$ cat config.mk
export PLATFORM = sky130hd
export DESIGN_NAME = gpio_irq_detect
export DESIGN_NICKNAME = d
export VERILOG_FILES = /design/src/rtl/gpio_irq_pkg.sv /design/src/rtl/gpio_irq_cfg.sv /design/src/rtl/gpio_irq_sampler.sv /design/src/rtl/gpio_irq_trigger.sv /design/src/rtl/gpio_irq_status.sv /design/src/rtl/gpio_irq_detect.sv
export SDC_FILE = /design/constraint.sdc
export NUM_CORES = 1
export LEC_CHECK = 0
export BUFFER_PORTS_ARGS = -buffer_cell sky130_fd_sc_hd__buf_2
export CAP_MARGIN = 30
export CORE_MARGIN = 2
export CORE_UTILIZATION = 55
export DETAILED_ROUTE_END_ITERATION = 8
export HOLD_SLACK_MARGIN = 0.08
export PLACE_DENSITY = 0.76
export SYNTH_ARGS = -nofsm -noshare
export SYNTH_HDL_FRONTEND = slang
export SYNTH_HIERARCHICAL = 1
export SYNTH_SLANG_ARGS = --single-unit
$ cat constraint.sdc
create_clock -name clk_i -period 4.8 [get_ports clk_i]
set_input_delay 0.96 -clock clk_i [delete_from_list [all_inputs] [get_ports clk_i]]
set_output_delay 0.96 -clock clk_i [all_outputs]
set_load 0.02 [all_outputs]
$ cat src/rtl/gpio_irq_pkg.sv
package gpio_irq_pkg;
  localparam int unsigned ADDR_W = 5;

  localparam logic [ADDR_W-1:0] OFS_EN     = 5'h00;
  localparam logic [ADDR_W-1:0] OFS_MODE_A = 5'h04;
  localparam logic [ADDR_W-1:0] OFS_MODE_B = 5'h08;
  localparam logic [ADDR_W-1:0] OFS_MODE_C = 5'h0C;
  localparam logic [ADDR_W-1:0] OFS_STAT   = 5'h10;

  typedef enum logic [2:0] {
    TRIG_FALL,
    TRIG_RISE,
    TRIG_BOTH,
    TRIG_LVL_LO,
    TRIG_LVL_HI
  } trig_e;

  // mode_b picks level over edge; mode_c widens an edge to both directions
  function automatic trig_e decode_trig(input logic a, input logic b, input logic c);
    if (b)      return a ? TRIG_LVL_HI : TRIG_LVL_LO;
    else if (c) return TRIG_BOTH;
    else        return a ? TRIG_RISE : TRIG_FALL;
  endfunction
endpackage

$ cat src/rtl/gpio_irq_cfg.sv
module gpio_irq_cfg
  import gpio_irq_pkg::*;
#(
  parameter int unsigned WIDTH = 32
) (
  input  logic              clk_i,
  input  logic              rst_ni,
  input  logic              we_i,
  input  logic [ADDR_W-1:0] addr_i,
  input  logic [WIDTH-1:0]  wdata_i,
  output logic [WIDTH-1:0]  en_o,
  output logic [WIDTH-1:0]  mode_a_o,
  output logic [WIDTH-1:0]  mode_b_o,
  output logic [WIDTH-1:0]  mode_c_o,
  output logic [WIDTH-1:0]  clr_o
);
  logic [WIDTH-1:0] en_q, mode_a_q, mode_b_q, mode_c_q;
  logic hit_en, hit_a, hit_b, hit_c, hit_st, hit_any;

  assign hit_en  = we_i && (addr_i == OFS_EN);
  assign hit_a   = we_i && (addr_i == OFS_MODE_A);
  assign hit_b   = we_i && (addr_i == OFS_MODE_B);
  assign hit_c   = we_i && (addr_i == OFS_MODE_C);
  assign hit_st  = we_i && (addr_i == OFS_STAT);
  assign hit_any = hit_en | hit_a | hit_b | hit_c | hit_st;

  always_ff @(posedge clk_i or negedge rst_ni) begin
    if (!rst_ni) begin
      en_q     <= '0;
      mode_a_q <= '0;
      mode_b_q <= '0;
      mode_c_q <= '0;
    end else begin
      if (hit_en) en_q     <= wdata_i;
      if (hit_a)  mode_a_q <= wdata_i;
      if (hit_b)  mode_b_q <= wdata_i;
      if (hit_c)  mode_c_q <= wdata_i;
    end
  end

  assign clr_o    = hit_st ? wdata_i : '0;
  assign en_o     = en_q;
  assign mode_a_o = mode_a_q;
  assign mode_b_o = mode_b_q;
  assign mode_c_o = mode_c_q;

  p_unmapped_write_r2: assert property (@(posedge clk_i) disable iff (!rst_ni)
    (we_i && !hit_any) |=> ($stable(en_q) && $stable(mode_a_q) &&
                            $stable(mode_b_q) && $stable(mode_c_q)));
endmodule

$ cat src/rtl/gpio_irq_sampler.sv
module gpio_irq_sampler #(
  parameter int unsigned WIDTH = 32
) (
  input  logic             clk_i,
  input  logic             rst_ni,
  input  logic             valid_i,
  input  logic [WIDTH-1:0] data_i,
  output logic [WIDTH-1:0] cur_o,
  output logic [WIDTH-1:0] prev_o,
  output logic             upd_o,
  output logic             have_o
);
  logic [WIDTH-1:0] cur_q, prev_q;
  logic upd_q, have_q;

  always_ff @(posedge clk_i or negedge rst_ni) begin
    if (!rst_ni) begin
      cur_q  <= '0;
      prev_q <= '0;
      upd_q  <= 1'b0;
      have_q <= 1'b0;
    end else begin
      upd_q <= valid_i && have_q;  // first sample only arms the pair
      if (valid_i) begin
        prev_q <= cur_q;
        cur_q  <= data_i;
        have_q <= 1'b1;
      end
    end
  end

  assign cur_o  = cur_q;
  assign prev_o = prev_q;
  assign upd_o  = upd_q;
  assign have_o = have_q;

  p_first_sample_r10: assert property (@(posedge clk_i) disable iff (!rst_ni)
    $rose(have_q) |-> !upd_q);
  p_no_sample_no_update_r11: assert property (@(posedge clk_i) disable iff (!rst_ni)
    !valid_i |=> !upd_q);
endmodule

$ cat src/rtl/gpio_irq_trigger.sv
module gpio_irq_trigger
  import gpio_irq_pkg::*;
#(
  parameter int unsigned WIDTH = 32
) (
  input  logic             clk_i,
  input  logic             rst_ni,
  input  logic [WIDTH-1:0] cur_i,
  input  logic [WIDTH-1:0] prev_i,
  input  logic             upd_i,
  input  logic             have_i,
  input  logic [WIDTH-1:0] mode_a_i,
  input  logic [WIDTH-1:0] mode_b_i,
  input  logic [WIDTH-1:0] mode_c_i,
  output logic [WIDTH-1:0] fire_o
);
  for (genvar i = 0; i < WIDTH; i++) begin : g_bit
    logic  rise, fall;
    trig_e kind;
    assign rise = upd_i &  cur_i[i] & ~prev_i[i];
    assign fall = upd_i & ~cur_i[i] &  prev_i[i];
    assign kind = decode_trig(mode_a_i[i], mode_b_i[i], mode_c_i[i]);
    always_comb begin
      unique case (kind)
        TRIG_FALL:   fire_o[i] = fall;
        TRIG_RISE:   fire_o[i] = rise;
        TRIG_BOTH:   fire_o[i] = rise | fall;
        TRIG_LVL_LO: fire_o[i] = have_i & ~cur_i[i];
        TRIG_LVL_HI: fire_o[i] = have_i &  cur_i[i];
        default:     fire_o[i] = 1'b0;
      endcase
    end
  end

  p_edge_needs_update_r11: assert property (@(posedge clk_i) disable iff (!rst_ni)
    !upd_i |-> ((fire_o & ~mode_b_i) == '0));
  p_level_needs_sample_r10: assert property (@(posedge clk_i) disable iff (!rst_ni)
    !have_i |-> (fire_o == '0));
endmodule

$ cat src/rtl/gpio_irq_status.sv
module gpio_irq_status #(
  parameter int unsigned WIDTH = 32
) (
  input  logic             clk_i,
  input  logic             rst_ni,
  input  logic [WIDTH-1:0] fire_i,
  input  logic [WIDTH-1:0] clr_i,
  output logic [WIDTH-1:0] status_o
);
  logic [WIDTH-1:0] status_q;

  always_ff @(posedge clk_i or negedge rst_ni) begin
    if (!rst_ni) status_q <= '0;
    else         status_q <= (status_q & ~clr_i) | fire_i;  // set wins
  end

  assign status_o = status_q;

  p_set_wins_r8: assert property (@(posedge clk_i) disable iff (!rst_ni)
    1'b1 |=> ((status_q & $past(fire_i)) == $past(fire_i)));
  p_clear_r7: assert property (@(posedge clk_i) disable iff (!rst_ni)
    1'b1 |=> ((status_q & $past(clr_i & ~fire_i)) == '0));
  p_no_spurious_set_r7: assert property (@(posedge clk_i) disable iff (!rst_ni)
    1'b1 |=> ((status_q & ~$past(status_q) & ~$past(fire_i)) == '0));
endmodule

$ cat src/rtl/gpio_irq_detect.sv
module gpio_irq_detect
  import gpio_irq_pkg::*;
#(
  parameter int unsigned WIDTH = 32
) (
  input  logic              clk_i,
  input  logic              rst_ni,
  input  logic              smp_valid_i,
  input  logic [WIDTH-1:0]  smp_data_i,
  input  logic              reg_we_i,
  input  logic [ADDR_W-1:0] reg_addr_i,
  input  logic [WIDTH-1:0]  reg_wdata_i,
  output logic [WIDTH-1:0]  rd_data_o,
  output logic [WIDTH-1:0]  status_o,
  output logic              irq_o
);
  logic [WIDTH-1:0] en, mode_a, mode_b, mode_c, clr;
  logic [WIDTH-1:0] cur, prev, fire, status;
  logic upd, have;

  gpio_irq_cfg #(.WIDTH(WIDTH)) u_cfg (
    .clk_i    (clk_i),
    .rst_ni   (rst_ni),
    .we_i     (reg_we_i),
    .addr_i   (reg_addr_i),
    .wdata_i  (reg_wdata_i),
    .en_o     (en),
    .mode_a_o (mode_a),
    .mode_b_o (mode_b),
    .mode_c_o (mode_c),
    .clr_o    (clr)
  );

  gpio_irq_sampler #(.WIDTH(WIDTH)) u_smp (
    .clk_i   (clk_i),
    .rst_ni  (rst_ni),
    .valid_i (smp_valid_i),
    .data_i  (smp_data_i),
    .cur_o   (cur),
    .prev_o  (prev),
    .upd_o   (upd),
    .have_o  (have)
  );

  gpio_irq_trigger #(.WIDTH(WIDTH)) u_trig (
    .clk_i    (clk_i),
    .rst_ni   (rst_ni),
    .cur_i    (cur),
    .prev_i   (prev),
    .upd_i    (upd),
    .have_i   (have),
    .mode_a_i (mode_a),
    .mode_b_i (mode_b),
    .mode_c_i (mode_c),
    .fire_o   (fire)
  );

  gpio_irq_status #(.WIDTH(WIDTH)) u_stat (
    .clk_i    (clk_i),
    .rst_ni   (rst_ni),
    .fire_i   (fire),
    .clr_i    (clr),
    .status_o (status)
  );

  always_comb begin
    unique case (reg_addr_i)
      OFS_EN:     rd_data_o = en;
      OFS_MODE_A: rd_data_o = mode_a;
      OFS_MODE_B: rd_data_o = mode_b;
      OFS_MODE_C: rd_data_o = mode_c;
      OFS_STAT:   rd_data_o = status;
      default:    rd_data_o = '0;
    endcase
  end

  assign status_o = status;
  assign irq_o    = |(status & en);

  p_irq_needs_enable_r9: assert property (@(posedge clk_i) disable iff (!rst_ni)
    irq_o |-> (en != '0));
  p_reset_quiet_r1: assert property (@(posedge clk_i) disable iff (!rst_ni)
    $rose(rst_ni) |-> (!irq_o && status == '0));
endmodule

==> PnR_summary.wiki <==
{| class="wikitable"
! Metric !! Value
|-
| Max-capacitance violation count || 0
|-
| Max VDD drop || 0.284 mV
|-
| Outcome || finished, final reports clean
|-
| Met3 WL || 1440 um
|-
| Transition time of the tightest slew-check pin || 0.868 ns
|-
| Arrival time worst endpoint || 2.79 ns
|-
| Pin count of the biggest net entering global routing || 109
|-
| Synth async-reset ratio || 100%
|-
| Maximum level of the CTS H-tree || 1
|-
| Grt ovf || 0
|-
| Number of diodes || 0
|-
| Worst relative slew slack || 42.1%
|-
| Number of setup buffers added after CTS || 0
|-
| Initial standard-cell utilization of the core || 55.7%
|-
| Signed area change from the synthesized netlist to the final layout || 14.0%
|-
| Placement row count || 53
|-
| Post-synthesis net count || 990
|-
| First-pass GRT wire length || 44600 um
|-
| Dominant cell type by area after synthesis || sky130_fd_sc_hd__dfrtp_1
|-
| Commonest cells in the netlist || sky130_fd_sc_hd__dfrtp_1, sky130_fd_sc_hd__mux2_2, sky130_fd_sc_hd__a21o_1, sky130_fd_sc_hd__mux2i_1, sky130_fd_sc_hd__xor2_1
|-
| Area of the die || 22300 um2
|-
| Detailed placer's ending HPWL || 18100 um
|-
| Part of the Yosys area used for sequential elements || 48.8%
|-
| Type of the setup path with the least slack || in2out
|-
| Post-route standard cell area excluding fillers || 13200 um2
|-
| # hold bufs at CTS || 0
|-
| Filler cell count || 1679
|-
| Power, Total || 5.35 mW
|-
| Residual antenna-violating net count after detailed routing || 0
|-
| Number of non-filler instances in the completed layout || 1339
|-
| Setup repair after global routing missed its margin || false
|-
| Hold violation count in the final report || 0
|-
| Number of enable flip-flop cells after synthesis || 0
|-
| DIE HEIGHT || 149 um
|-
| Count of distinct cell types in the synthesized netlist || 32
|-
| Hold crit path type || in2async
|-
| DR DRC count || 0
|-
| Number of instances in the synthesized netlist || 917
|-
| R2r endpoint || u_stat/status_o[13]
|-
| Mean cell area of the mapped netlist || 12.6 um2
|-
| Leakage || 6.37 nW
|-
| Core outline area || 20800 um2
|-
| Dpl ws || 1.04 ns
|-
| Total number of clock tree sinks || 226
|-
| Share of Yosys cell area claimed by the top area cell type || 48.8%
|-
| CTS Root Cell || sky130_fd_sc_hd__clkbuf_16
|-
| Total Routing Usage GR || 25.8%
|-
| Post-Route Setup TNS || 0 ns
|-
| Number of global-route vias before repair || 8064
|-
| Maximum fanout along the worst path || 15
|-
| Detailed-route wire length || 28300 um
|-
| DRT iter0 DRCs || 409
|-
| Maximum frequency from static timing analysis || 266 MHz
|-
| Number of iterations in the first detailed-routing pass || 5
|-
| Worst setup SP type || input port
|-
| Worst Reg2Reg Path Length in Cells || 4
|-
| Crit path time final || 3.75 ns
|-
| Final estimated routing congestion in global placement || 0.796
|-
| Final setup violation count || 0
|-
| Clock insertion delay at the later pin of the skew report || 0.51 ns
|-
| Pwr Density || 405 nW/um2
|-
| CTS tree || yes
|-
| Number of buffers created by CTS || 24
|-
| Top layer reached by signal wires || met5
|-
| Top area cells in the synthesized netlist || sky130_fd_sc_hd__dfrtp_1, sky130_fd_sc_hd__mux2_2, sky130_fd_sc_hd__mux2i_1
|-
| Wirelength per Cell || 21.1 um
|-
| Register area || 5660 um2
|-
| Final standard cell utilization of the core || 63.5%
|-
| Portion of the clock cycle consumed by the worst path in the final layout || 78.2%
|-
| Yosys warns || 6
|-
| Max Slew Vio Count || 0
|-
| Boundary Pins || 138
|-
| Reg-to-reg slack, setup || 3.03 ns
|-
| Primary FF master, synth || sky130_fd_sc_hd__dfrtp_1
|-
| Setup clock skew after layout || 0.00881 ns
|-
| Top-count cell post-synth || sky130_fd_sc_hd__dfrtp_1
|-
| Required time of the worst setup path || 3.84 ns
|-
| Cell area after synthesis || 11600 um2
|-
| Worst r2r src || u_smp/have_o
|-
| Die extent in x || 149 um
|-
| Number of antenna violations at the first check in global routing || 2
|-
| DR WL met2 || 13600 um
|-
| Fraction of layout instances using a drive strength above 1 || 35.8%
|-
| WL met1 || 12500 um
|-
| Vias after detailed routing || 7877
|-
| Clock-pin slew on the worst setup and hold paths || 0.06 ns
|-
| Placed Cells || 1296
|-
| Multi-input combinational cell area || 5460 um2
|-
| Buffers added on ports || 137
|-
| Via/cell ratio || 5.88
|-
| CP Capture Type || output pin
|-
| Worst Hold Margin || 0.468 ns
|-
| Total placed instance area || 12400 um2
|-
| Number of nets in the layout || 1120
|-
| Number of gates resized after CTS || 0
|-
| PnR worst setup slack || 1.05 ns
|-
| FF+latch count, synth || 226
|-
| Number of buffers on the longest clock path || 3
|}
==> sequential cells by signal (all words and copies together), names as in the netlist, 32 cells and up <==
name / count
u_cfg/en_o: 32
u_cfg/mode_a_o: 32
u_cfg/mode_b_o: 32
u_cfg/mode_c_o: 32
u_smp/cur_o: 32
u_smp/prev_o: 32
u_stat/status_o: 32
==> worst max path at each step <==
stage | from | end
floorplan | reg_addr_i[1] | rd_data_o[0]
global placement | reg_addr_i[1] | rd_data_o[20]
detailed placement | reg_addr_i[1] | rd_data_o[20]
CTS | reg_addr_i[1] | rd_data_o[20]
global route | reg_addr_i[1] | rd_data_o[31]
finish | reg_addr_i[1] | rd_data_o[5]
==> logic make-up after synthesis <==
| family | synth area share (%) |
|---|---|
| DFF | 48.8 |
| muxes | 25.4 |
| and+or+nand+nor | 6.47 |
| buffers and inverters | 4.14 |
| xor gates and xnor gates | 4.84 |
| AOI/OAI and AO/OA | 10.4 |
==> routing by layer <==
metal	global-route usage, %	vias up
li1	-	3562
met1	35.5	4004
met2	42.1	252
met3	3.73	57
met4	9.05	2
met5	0	-
==> worst max-delay path, stage by stage <==
cell	delay [ns]
sky130_fd_sc_hd__buf_2	0.13
sky130_fd_sc_hd__or4b_1	0.89
sky130_fd_sc_hd__buf_4	0.36
sky130_fd_sc_hd__o22ai_1	0.17
sky130_fd_sc_hd__a21o_1	0.11
sky130_fd_sc_hd__buf_2	0.15
==> cell type report <==
class | count | share of cell area (%)
clock inverter | 6 | 0.606
multi-input combinational | 611 | 41.3
tap | 275 | 2.60
inverter | 32 | 0.909
sequential | 226 | 42.8
clock buffer | 37 | 5.45
timing repair buffer | 152 | 6.34
==> power by group <==
part	total, mW	internal, mW	switching, mW
Combinational	0.979	0.530	0.449
Clock	1.88	1.14	0.741
Sequential	2.49	2.21	0.289
Total	5.35	3.87	1.48
==> placed cells by master, fill, tap and decap left out, drive strengths merged, types with 2 or more instances in the layout <==
master,synthesis,routed
nor2,2,2
and2b,30,30
buf,40,152
o22ai,32,32
nand3b,2,2
clkbuf,8,37
mux2i,64,64
or4,2,2
a22oi,48,48
inv,32,32
a21o,64,64
nor2b,2,2
a21oi,32,32
nand3,32,32
bufinv,0,2
mux2,192,192
and2,34,34
nand4,4,4
clkinv,0,4
xor2,64,64
dfrtp,226,226
Note: power is estimated with default switching activity, not from simulation.
